`config.mk`:
```
export PLATFORM = sky130hd
export DESIGN_NAME = pwm_adc_trig_gen
export DESIGN_NICKNAME = d
export VERILOG_FILES = /design/src/rtl/pwm_adc_trig_gen.sv
export SDC_FILE = /design/constraint.sdc
export NUM_CORES = 1
export LEC_CHECK = 0
export BUFFER_PORTS_ARGS = -buffer_cell sky130_fd_sc_hd__buf_2
export CAP_MARGIN = 20
export CORE_UTILIZATION = 40
export DETAILED_ROUTE_END_ITERATION = 6
export PLACE_DENSITY_LB_ADDON = 0.2
export SLEW_MARGIN = 40
export SYNTH_ARGS = -nofsm -noshare
export SYNTH_HDL_FRONTEND = slang
export SYNTH_SLANG_ARGS = --single-unit
```
`constraint.sdc`:
```
create_clock -name clk -period 1.8 [get_ports clk]
set_input_delay 0.27 -clock clk [delete_from_list [all_inputs] [get_ports clk]]
set_output_delay 0.27 -clock clk [all_outputs]
set_load 0.01 [all_outputs]
```
`src/rtl/pwm_adc_trig_gen.sv`:
```
module pwm_adc_trig_gen #(
  parameter int SRC_N = 3,
  parameter int CNT_W = 5,
  localparam int DATA_W = 2 * CNT_W
) (
  input  logic              clk,
  input  logic              rst_n,
  input  logic              cfg_we,
  input  logic              cfg_addr,
  input  logic [DATA_W-1:0] cfg_wdata,
  input  logic [SRC_N-1:0]  cmp_evt,
  output logic              trig1_o,
  output logic              trig2_o
);

  logic [SRC_N-1:0] en1_q, en2_q;
  logic [CNT_W-1:0] ofs_q, ps_q, ofs_cnt, ps_cnt;

  wire wr_mask  = cfg_we && !cfg_addr;
  wire wr_tim   = cfg_we && cfg_addr;
  wire hit1     = |(cmp_evt & en1_q);
  wire hit2     = |(cmp_evt & en2_q);
  wire ofs_done = (ofs_cnt == ofs_q);
  wire ps_wrap  = (ps_cnt == ps_q);

  always_ff @(posedge clk or negedge rst_n) begin
    if (!rst_n) begin
      en1_q   <= '0;
      en2_q   <= '0;
      ofs_q   <= '0;
      ps_q    <= '0;
      ofs_cnt <= '0;
      ps_cnt  <= '0;
      trig1_o <= 1'b0;
      trig2_o <= 1'b0;
    end else begin
      trig2_o <= hit2;
      trig1_o <= 1'b0;
      if (wr_mask) begin
        en1_q <= cfg_wdata[SRC_N-1:0];
        en2_q <= cfg_wdata[2*SRC_N-1:SRC_N];
      end
      if (wr_tim) begin
        ps_q    <= cfg_wdata[CNT_W-1:0];
        ofs_q   <= cfg_wdata[2*CNT_W-1:CNT_W];
        ofs_cnt <= '0;
        ps_cnt  <= '0;
      end else if (hit1) begin
        if (!ofs_done) begin
          ofs_cnt <= ofs_cnt + CNT_W'(1);
        end else if (ps_wrap) begin
          ps_cnt  <= '0;
          trig1_o <= 1'b1;
        end else begin
          ps_cnt <= ps_cnt + CNT_W'(1);
        end
      end
    end
  end

  AST_NO_SPURIOUS: assert property (@(posedge clk) disable iff (!rst_n)
    (cmp_evt == '0) |=> (!trig1_o && !trig2_o));
  AST_T1_MASKED_OFF: assert property (@(posedge clk) disable iff (!rst_n)
    (en1_q == '0) |=> !trig1_o);
  AST_T2_MASKED_OFF: assert property (@(posedge clk) disable iff (!rst_n)
    (en2_q == '0) |=> !trig2_o);
  AST_PS_BOUND: assert property (@(posedge clk) disable iff (!rst_n)
    ps_cnt <= ps_q);
  AST_OFS_BOUND: assert property (@(posedge clk) disable iff (!rst_n)
    ofs_cnt <= ofs_q);
  AST_CFG_CLEAR: assert property (@(posedge clk) disable iff (!rst_n)
    wr_tim |=> (ofs_cnt == '0 && ps_cnt == '0 && !trig1_o));

endmodule

```
==> metrics <==
Netlist cell types=29; detailed placement HPWL=1764 um; Final Critical Period=about 1.7 ns; status=finished, final reports clean; final count of negative-setup-slack endpoints=0; chip height=60.23 um; Ant. Diodes=0; static leakage power=0.7734 nW; Seq cells post-synth=28; footprint of the multi-input gates=approximately 630 sq um; asr flop ratio synth=1.000; delay-heaviest family, CP=simple AND/OR/NAND/NOR gates; Sum Neg Setup Slack=0 ns; Die ar.=3628 sq um; Final Cycle Share=0.9305; Slew @ Worst Pin=0.6900 ns; critical path depth=5; CTS sink count=28; largest net degree at the start of global routing=29; post-synth top area share=0.5166; DRT Pass-1 Iters=4; row count=20; HP Class=in -> reg; Clk pwr share=0.173; part of the power in registers=0.562; Worst Path Class, Setup=reg -> reg; Psw=between 400 and 500 uW; Post-synth EDFFs=0; largest area contributor in the netlist=dfrtp_1; Power Density=934.0 nW/um^2; die extent in x=60.23 um; pre-CTS WS=approximately 0.11 ns; CTS max path bufs=2; GP Congestion=0.7674; Root Driver=clkbuf_4; Cell Area, Placed=1513 sq um; final instance area=1545 sq um; cells on worst reg2reg path=5; Worst setup EP type=flip-flop; Non-Filler Instances=197; Seq/Total Area, Yosys=0.5166; Slew HR=0.5400; CP arrival=1.91 ns; hold_ws=0.1347 ns; CP max stage cell=dfrtp_1; worst setup margin=0.1250 ns; clock-pin slew on the worst setup and hold paths=0.14 ns; # IOs=19; core area=3128 sq um; Syn-to-layout area delta=13.93%; Fillers=299; initial core utilization=0.4336; Max VDD drop=roughly 0.52 mV; Syn Inst Count=approximately 130; routed len/inst=12.12 um; Syn Area/Cell=10.28 sq um; Hold Path Depth=3; switch share=0.3162; Req. time, crit path=just over 2 ns; most frequent cells in the layout=nand2_1, dfrtp_1, buf_2; Iter 0 DRT Violations=30; synthesized area=1356 sq um; cts bufs inserted=3; dpl cells=between 150 and 200; final number of hold-violating endpoints=0; commonest non-fill, non-tap cell in the layout=nand2_1; fmax=597.0 MHz; internal power=approximately 990 uW; first-pass GRT wire length=4140 um; Routed WL=roughly 2400 um; unrepaired setup endpoints after global routing=false; final slew viol count=0; layout cell share with drive strength beyond 1=0.2353; vias in the first global route=between 900 and 1000; CP max stage delay=approximately 0.44 ns; ys flop type=dfrtp_1; Max Cap Viol=0; H-tree levels=1; IO buf count=18; Max FO, Critical Path=10; Startpoint Class=flip-flop; antenna violations before repair=0; Syn Nets=151; Worst Path Buf+Inv=0; Layout Nets=174; worst-skew pair later-pin latency=0.32 ns; post-CTS setup buffer count=0; total number of vias=between 900 and 1000; ranking of synthesized cells by area=dfrtp_1, nand2_1, xor2_1; Reg area=700.7 sq um; crit path cell chain=xor2_1, nor3_2, nand3b_4, nand2b_1, o31ai_1; skew final=0.005123 ns; CTS tree=built; Total GRT Usage=0.1563; Ys Warns=0; vias per cell=4.878; DRC errors left=0; aggregate global routing overflow=0; total power draw=1.443 mW; logic gate share of total power=0.266; fin util=0.4940; remaining antenna violation count=0
[sequential cells by signal (all words and copies together), names as in the netlist]
name	cells
ofs_cnt	5
en2_q	3
trig1_o	1
en1_q	3
trig2_o	1
ps_cnt	5
ofs_q	5
ps_q	5
[timing repair]
action,CTS,global route
hold endpoints to repair,28,0
hold buffers,1,0
endpoints found under the setup margin,0,0
gates resized for setup,0,0
[power by group through the flow]
stage | logic, mW | registers, mW | clock network [mW]
after floorplan | 0.278 | 0.806 | 0
after global placement | 0.378 | 0.821 | 0
after detailed placement | 0.387 | 0.824 | 0
after CTS | 0.391 | 0.812 | 0.262
after global routing | 0.432 | 0.826 | 0.275
final | 0.383 | 0.811 | 0.249
[synth_stat cells, drive strengths merged (3+ instances only)]
master and n:
inv 3, nand2b 3, dfrtp 28, nand4 3, xor2 9, mux2i 3
clkbuf 4, nor3 4, nor2 6, mux2 6, xnor2 4, a21oi 4
nand3 3, nand2 34
[routing by layer]
layer	GRT usage	part of all wire	vias up
met4	0.06977	0.0080	0
met3	0.01948	0.036	2
met5	0	0	-
li1	-	-	491
met1	0.2161	0.52	450
met2	0.2433	0.44	18
[kinds of logic after synthesis]
logic type / share of synthesized area
AO/OA/AOI/OAI: 0.08672
XOR/XNOR: 0.08395
adder cells (fa/ha/maj): 0.01845
buffers and inverters: 0.02213
flip-flops: 0.5166
multiplexers: 0.07195
AND/OR/NAND/NOR: 0.2002
[worst reg2reg max path: stages (launching register included)]
cell      delay (ns)
dfrtp_1         0.44
xor2_1          0.16
nor3_2          0.37
nand3b_4        0.21
nand2b_1        0.21
o31ai_1         0.21
[path summary, 6_finish.rpt]
path / slack (ns) / startpoint / endpoint
min in group asynchronous: 0.47 / rst_n / ofs_q[3]
max in group asynchronous: 0.93 / rst_n / ps_q[4]
worst min-delay path: 0.13 / cfg_wdata[7] / ofs_q[2]
worst max register to register: 0.13 / ofs_cnt[1] / ps_cnt[0]
worst min register to register: 0.51 / ps_q[1] / ps_q[1]
worst max-delay path: 0.13 / ofs_cnt[1] / ps_cnt[0]
[cell type report]
type                    instances  share of cell area
clock buffers                   3             0.01457
multi-input cells              96              0.4049
flip-flops and latches         28              0.4534
repair buffers                 23             0.08421
inverters                       3            0.007287
well taps                      44             0.03563
(Power assumes the default switching activity.)
